File: src/rtl/mon_rx_pkg.sv
package mon_rx_pkg;
  typedef enum logic [1:0] {
    RX_OFF   = 2'd0,
    RX_FIRST = 2'd1,
    RX_ALL   = 2'd2
  } rx_mode_e;

  localparam int unsigned EVT_N   = 3;
  localparam int unsigned EVT_END = 0;
  localparam int unsigned EVT_ACK = 1;
  localparam int unsigned EVT_ABT = 2;

  function automatic rx_mode_e decode_mode(input logic rx_en, input logic mr_en);
    if (!rx_en)     return RX_OFF;
    else if (mr_en) return RX_ALL;
    else            return RX_FIRST;
  endfunction
endpackage

File: src/rtl/mon_rx_frame_track.sv
module mon_rx_frame_track (
  input  logic clk,
  input  logic rst_n,
  input  logic frame_tick,
  input  logic mx_in,
  input  logic mr_ctrl_en,
  output logic new_byte,
  output logic first_byte,
  output logic end_evt
);
  logic mx_prev;
  logic pkt_open;
  logic mrc_q;
  logic mrc_drop;

  assign mrc_drop   = mrc_q & ~mr_ctrl_en;
  assign new_byte   = frame_tick & mx_prev & ~mx_in;
  assign first_byte = new_byte & ~pkt_open;
  assign end_evt    = frame_tick & pkt_open & mx_prev & mx_in & ~mrc_drop;

  always_ff @(posedge clk or negedge rst_n) begin
    if (!rst_n) begin
      mx_prev  <= 1'b1;
      pkt_open <= 1'b0;
      mrc_q    <= 1'b0;
    end else begin
      mrc_q <= mr_ctrl_en;
      if (frame_tick) mx_prev <= mx_in;
      if (mrc_drop)      pkt_open <= 1'b0;
      else if (new_byte) pkt_open <= 1'b1;
      else if (end_evt)  pkt_open <= 1'b0;
    end
  end
endmodule

File: src/rtl/mon_rx_slot.sv
module mon_rx_slot
  import mon_rx_pkg::*;
#(
  parameter int unsigned DATA_W = 8
) (
  input  logic              clk,
  input  logic              rst_n,
  input  logic              frame_tick,
  input  logic              mx_in,
  input  rx_mode_e          mode,
  input  logic              new_byte,
  input  logic              first_byte,
  input  logic [DATA_W-1:0] mon_byte,
  input  logic              rx_ready,
  output logic [DATA_W-1:0] rx_data,
  output logic              rx_valid,
  output logic              mr_out,
  output logic              ack_evt,
  output logic              abort_evt
);
  logic want_store;
  logic take;
  logic slot_free;
  logic mr_low;

  assign want_store = new_byte & ((mode == RX_ALL) | ((mode == RX_FIRST) & first_byte));
  assign take       = rx_valid & rx_ready;
  assign slot_free  = ~rx_valid | rx_ready;
  assign abort_evt  = want_store & ~slot_free;
  assign ack_evt    = take & (mode == RX_ALL);
  assign mr_out     = ~mr_low;

  always_ff @(posedge clk or negedge rst_n) begin
    if (!rst_n) begin
      rx_data  <= '0;
      rx_valid <= 1'b0;
    end else if (want_store && slot_free) begin
      rx_data  <= mon_byte;
      rx_valid <= 1'b1;
    end else if (take) begin
      rx_valid <= 1'b0;
    end
  end

  always_ff @(posedge clk or negedge rst_n) begin
    if (!rst_n)                  mr_low <= 1'b0;
    else if (mode != RX_ALL)     mr_low <= 1'b0;
    else if (ack_evt)            mr_low <= 1'b1;
    else if (frame_tick && mx_in) mr_low <= 1'b0;
  end
endmodule

File: src/rtl/mon_rx_flags.sv
module mon_rx_flags #(
  parameter int unsigned N = 3
) (
  input  logic         clk,
  input  logic         rst_n,
  input  logic [N-1:0] evt,
  input  logic         clr,
  input  logic         evt_en,
  input  logic         rdy,
  output logic [N-1:0] sts,
  output logic         irq
);
  for (genvar i = 0; i < N; i++) begin : g_flag
    always_ff @(posedge clk or negedge rst_n) begin
      if (!rst_n)      sts[i] <= 1'b0;
      else if (evt[i]) sts[i] <= 1'b1;
      else if (clr)    sts[i] <= 1'b0;
    end
  end

  assign irq = rdy | (evt_en & (|sts));
endmodule

File: src/rtl/mon_rx_handler.sv
module mon_rx_handler
  import mon_rx_pkg::*;
#(
  parameter int unsigned DATA_W = 8
) (
  input  logic              clk,
  input  logic              rst_n,
  input  logic              frame_tick,
  input  logic              mx_in,
  input  logic [DATA_W-1:0] mon_byte,
  input  logic              rx_irq_en,
  input  logic              mr_ctrl_en,
  input  logic              evt_irq_en,
  input  logic              rx_ready,
  input  logic              stat_clr,
  output logic [DATA_W-1:0] rx_data,
  output logic              rx_valid,
  output logic              mr_out,
  output logic              sts_end,
  output logic              sts_ack,
  output logic              sts_abort,
  output logic              irq
);
  rx_mode_e         mode;
  logic             new_byte, first_byte, end_evt, ack_evt, abort_evt;
  logic [EVT_N-1:0] evt_vec, sts_vec;

  assign mode = decode_mode(rx_irq_en, mr_ctrl_en);

  mon_rx_frame_track u_track (
    .clk(clk), .rst_n(rst_n), .frame_tick(frame_tick), .mx_in(mx_in),
    .mr_ctrl_en(mr_ctrl_en), .new_byte(new_byte), .first_byte(first_byte),
    .end_evt(end_evt)
  );

  mon_rx_slot #(.DATA_W(DATA_W)) u_slot (
    .clk(clk), .rst_n(rst_n), .frame_tick(frame_tick), .mx_in(mx_in),
    .mode(mode), .new_byte(new_byte), .first_byte(first_byte),
    .mon_byte(mon_byte), .rx_ready(rx_ready), .rx_data(rx_data),
    .rx_valid(rx_valid), .mr_out(mr_out), .ack_evt(ack_evt),
    .abort_evt(abort_evt)
  );

  always_comb begin
    evt_vec          = '0;
    evt_vec[EVT_END] = end_evt;
    evt_vec[EVT_ACK] = ack_evt;
    evt_vec[EVT_ABT] = abort_evt;
  end

  mon_rx_flags #(.N(EVT_N)) u_flags (
    .clk(clk), .rst_n(rst_n), .evt(evt_vec), .clr(stat_clr),
    .evt_en(evt_irq_en), .rdy(rx_valid), .sts(sts_vec), .irq(irq)
  );

  assign sts_end   = sts_vec[EVT_END];
  assign sts_ack   = sts_vec[EVT_ACK];
  assign sts_abort = sts_vec[EVT_ABT];
endmodule

File: config.mk
export PLATFORM = sky130hd
export DESIGN_NAME = mon_rx_handler
export DESIGN_NICKNAME = d
export VERILOG_FILES = /design/src/rtl/mon_rx_pkg.sv /design/src/rtl/mon_rx_frame_track.sv /design/src/rtl/mon_rx_slot.sv /design/src/rtl/mon_rx_flags.sv /design/src/rtl/mon_rx_handler.sv
export SDC_FILE = /design/constraint.sdc
export NUM_CORES = 1
export LEC_CHECK = 0
export BUFFER_PORTS_ARGS = -buffer_cell sky130_fd_sc_hd__clkbuf_2
export CAP_MARGIN = 20
export CORE_UTILIZATION = 47
export CTS_CLUSTER_SIZE = 14
export DETAILED_ROUTE_END_ITERATION = 7
export PLACE_DENSITY = 0.8
export SETUP_SLACK_MARGIN = 0.15
export SYNTH_ARGS = -nofsm -noshare
export SYNTH_HDL_FRONTEND = slang
export SYNTH_SLANG_ARGS = --single-unit
File: constraint.sdc
create_clock -name clk -period 3.2 [get_ports clk]
set_clock_uncertainty 0.2 [all_clocks]
set_input_delay 0.32 -clock clk [delete_from_list [all_inputs] [get_ports clk]]
set_output_delay 0.32 -clock clk [all_outputs]
set_load 0.05 [all_outputs]
==> flow_metrics.env <==
export IMPL_outcome="completed"
export IMPL_pwr_share_seq=0.422
export IMPL_die_width_um=40.37
export IMPL_seq_area_frac_synth=0.5805
export IMPL_ys_warnings_count=0
export IMPL_power_share_combinational=0.367
export IMPL_cp_data_required_time_ps=2680
export IMPL_gp_congestion=0.7583
export IMPL_pin_count_of_the_biggest_net_entering_global_routing=17
export IMPL_clk_transition_reported_paths_ps=90
export IMPL_grt_pass1_vias=483
export IMPL_setup_viol_count_final=0
export IMPL_mappedNetlistNets=71
export IMPL_first_pass_grt_wire_length_um=1938
export IMPL_worstReg2RegEnd="u_slot.rx_data[4]"
export IMPL_switching_power_summed_over_all_nets_uw=232.5
export IMPL_core_area_mm2=0.001334
export IMPL_met1_length_um=564
export IMPL_critical_path_peak_fanout=3
export IMPL_layout_min_cycle_time_ps=1794
export IMPL_final_cell_mix="clkbuf_2 (30), dfrtp_1 (15), mux2_4 (8), nand2_1 (8), inv_1 (5)"
export IMPL_placement_io_buffers=30
export IMPL_worst_ir_drop_vdd_mv=0.3718
export IMPL_fill_cells=112
export IMPL_tns_ps=0
export IMPL_starting_density_of_the_core=0.5188
export IMPL_overflow=0
export IMPL_wl_um=1294
export IMPL_synth_edff_count=0
export IMPL_crit_path_start="u_flags.sts[1]"
export IMPL_asyncSetResetFlopFracSynth=1.000
export IMPL_critPathArrivalTime_ps=1270
export IMPL_cts_hold_buffers_added=2
export IMPL_antenna_diode_instance_count=0
export IMPL_r2r_start="u_track.mx_prev"
export IMPL_flop_and_latch_count_out_of_synthesis=16
export IMPL_powerDensity_mw_per_mm2=679.6
export IMPL_max_cap_viol_count=0
export IMPL_die_height_um=40.37
export IMPL_synth_distinct_cells=16
export IMPL_place_hpwl_um=951.9
export IMPL_wl_met2_um=676
export IMPL_drt_vias_per_instance=4.865
export IMPL_hold_viol=0
export IMPL_finalCritPeriodShare=0.5605
export IMPL_cts_root_to_sink_buffers=2
export IMPL_iteration_count_of_the_initial_detailed_routing_pass=4
export IMPL_cts_repair_resize_count=0
export IMPL_sw_frac_of_total=0.3792
export IMPL_ctsRootBufferMaster="clkbuf_4"
export IMPL_power_frac_clock=0.211
export IMPL_flow_area_growth_from_synthesis_pct=30.38
export IMPL_setup_fix_bufs_post_cts=0
export IMPL_drtIter0Drc=7
export IMPL_syn_mean_instance_area_um2=12.81
export IMPL_cell_internal_pwr_uw=380.6
export IMPL_cts_made_buffers=3
export IMPL_cts_tree="yes"
export IMPL_track_usage=0.1866
export IMPL_antenna_violations_before_repair=0
export IMPL_placed_cells_incl_taps=98
export IMPL_leakage_power_nw=0.4682
export IMPL_rsz0062_at_grt="no"
export IMPL_met3_wire_length_um=39
export IMPL_primary_ff_master_synth="dfrtp_1"
export IMPL_worstRegToRegCells=3
export IMPL_critPathKind="flip-flop to output port"
export IMPL_cts_htree_levels=1
export IMPL_worstHoldPathCells=2
export IMPL_total_number_of_vias=506
export IMPL_drive_above_1_share=0.5056
export IMPL_hold_path_class="input port to flip-flop"
export IMPL_drt_antenna_violating_nets=0
export IMPL_finalHoldWorstSlack_ps=42.70
export IMPL_fmax_mhz=557.6
export IMPL_final_net_count=107
export IMPL_type_of_destination_of_the_critical_path="output port"
export IMPL_routed_wirelength_normalized_by_instance_count_um=12.44
export IMPL_r2r_slack_ps=1500
export IMPL_top_level_ports=31
export IMPL_highest_layer="met4"
export IMPL_dieArea_mm2=0.001630
export IMPL_synth_area_um2=691.9
export IMPL_maxSlewHeadroom=0.7517
export IMPL_slew_viol_final=0
export IMPL_crit_path_start_kind="flip-flop"
export IMPL_fin_util=0.6764
export IMPL_detail_route_drc_violations=0
export IMPL_clk_latency_ps=280
export IMPL_worstMarginPinSlew_ps=372.5
export IMPL_fp_row_count=13
export IMPL_clock_sink_count=16
export IMPL_cp_endpoint="irq"
export IMPL_layoutNonFillerInstCount=104
export IMPL_most_common_library_cell_in_the_layout_ignoring_fill_and_taps="clkbuf_2"
export IMPL_synthCells=54
-- metrics by stage --
stage	area, µm²	setup WS, ps	power (mW)
floorplan	691.9	1470	0.4318
finish	902.1	1406	0.6131
CTS	902.1	1386	0.6195
global placement	845.8	1564	0.4838
detailed placement	845.8	1533	0.4865
global route	902.1	1292	0.6452
-- power groups by stage --
stage / logic [mW] / registers [mW] / clock network (mW)
final: 0.225 / 0.258 / 0.129
after global routing: 0.238 / 0.264 / 0.144
after CTS: 0.227 / 0.259 / 0.133
after detailed placement: 0.225 / 0.261 / 0
after global placement: 0.223 / 0.261 / 0
after floorplan: 0.0609 / 0.371 / 0
-- routing by layer --
metal  vias up  track usage
met1       236       0.2160
met2        14       0.3214
met3         2      0.03333
met4         0       0.1000
li1        254            -
met5         -            0
-- synthesized netlist by cell type (2+ instances only) --
library cell	instances	area, µm²
dfrtp_1	15	375.4
mux2_4	8	120.1
nand2_1	8	30.03
inv_1	5	18.77
nand2b_1	4	25.02
a21oi_1	2	10.01
nor2b_1	2	12.51
o22ai_1	2	12.51
-- sequential cells by signal (all words and copies together) (netlist names) --
signal / flops
u_track.pkt_open: 1
u_flags.sts: 3
u_slot.mr_low: 1
u_slot.rx_data: 8
u_track.mrc_q: 1
u_track.mx_prev: 1
u_slot.rx_valid: 1
-- how the worst min path moves through the flow --
| stage | slack (ps) | to | from |
|---|---|---|---|
| 6_report | 40 | u_flags.sts[0] | stat_clr |
| 5_1_grt | 30 | u_flags.sts[0] | stat_clr |
| 4_1_cts | 40 | u_flags.sts[0] | stat_clr |
| 3_5_place_dp | 50 | u_track.mrc_q | rst_n |
| 3_3_place_gp | 50 | u_track.mrc_q | rst_n |
| 2_1_floorplan | -180 | u_flags.sts[0] | rst_n |
-- critical path, stage by stage, from the launching register on --
cell and delay, ps:
dfrtp_1 410, o31ai_1 280, nand2b_1 80, clkbuf_2 230
-- layout make-up --
type	instances	area, µm²	share of cell area
tap	15	18.77	0.02080
clock buffer	4	36.28	0.04022
multi-input combinational	32	256.5	0.2843
timing repair buffer	32	170.2	0.1886
sequential	16	401.6	0.4452
inverter	5	18.77	0.02080
-- cell families (layout without fill, tap and decap cells) --
kind of cell	Yosys count	after routing	synth area share
multiplexers	8	8	0.1736
AO/OA/AOI/OAI	7	7	0.06329
flip-flops	16	16	0.5805
buffers and inverters	6	41	0.04882
AND/OR/NAND/NOR	17	17	0.1338
(Power assumes the default switching activity.)
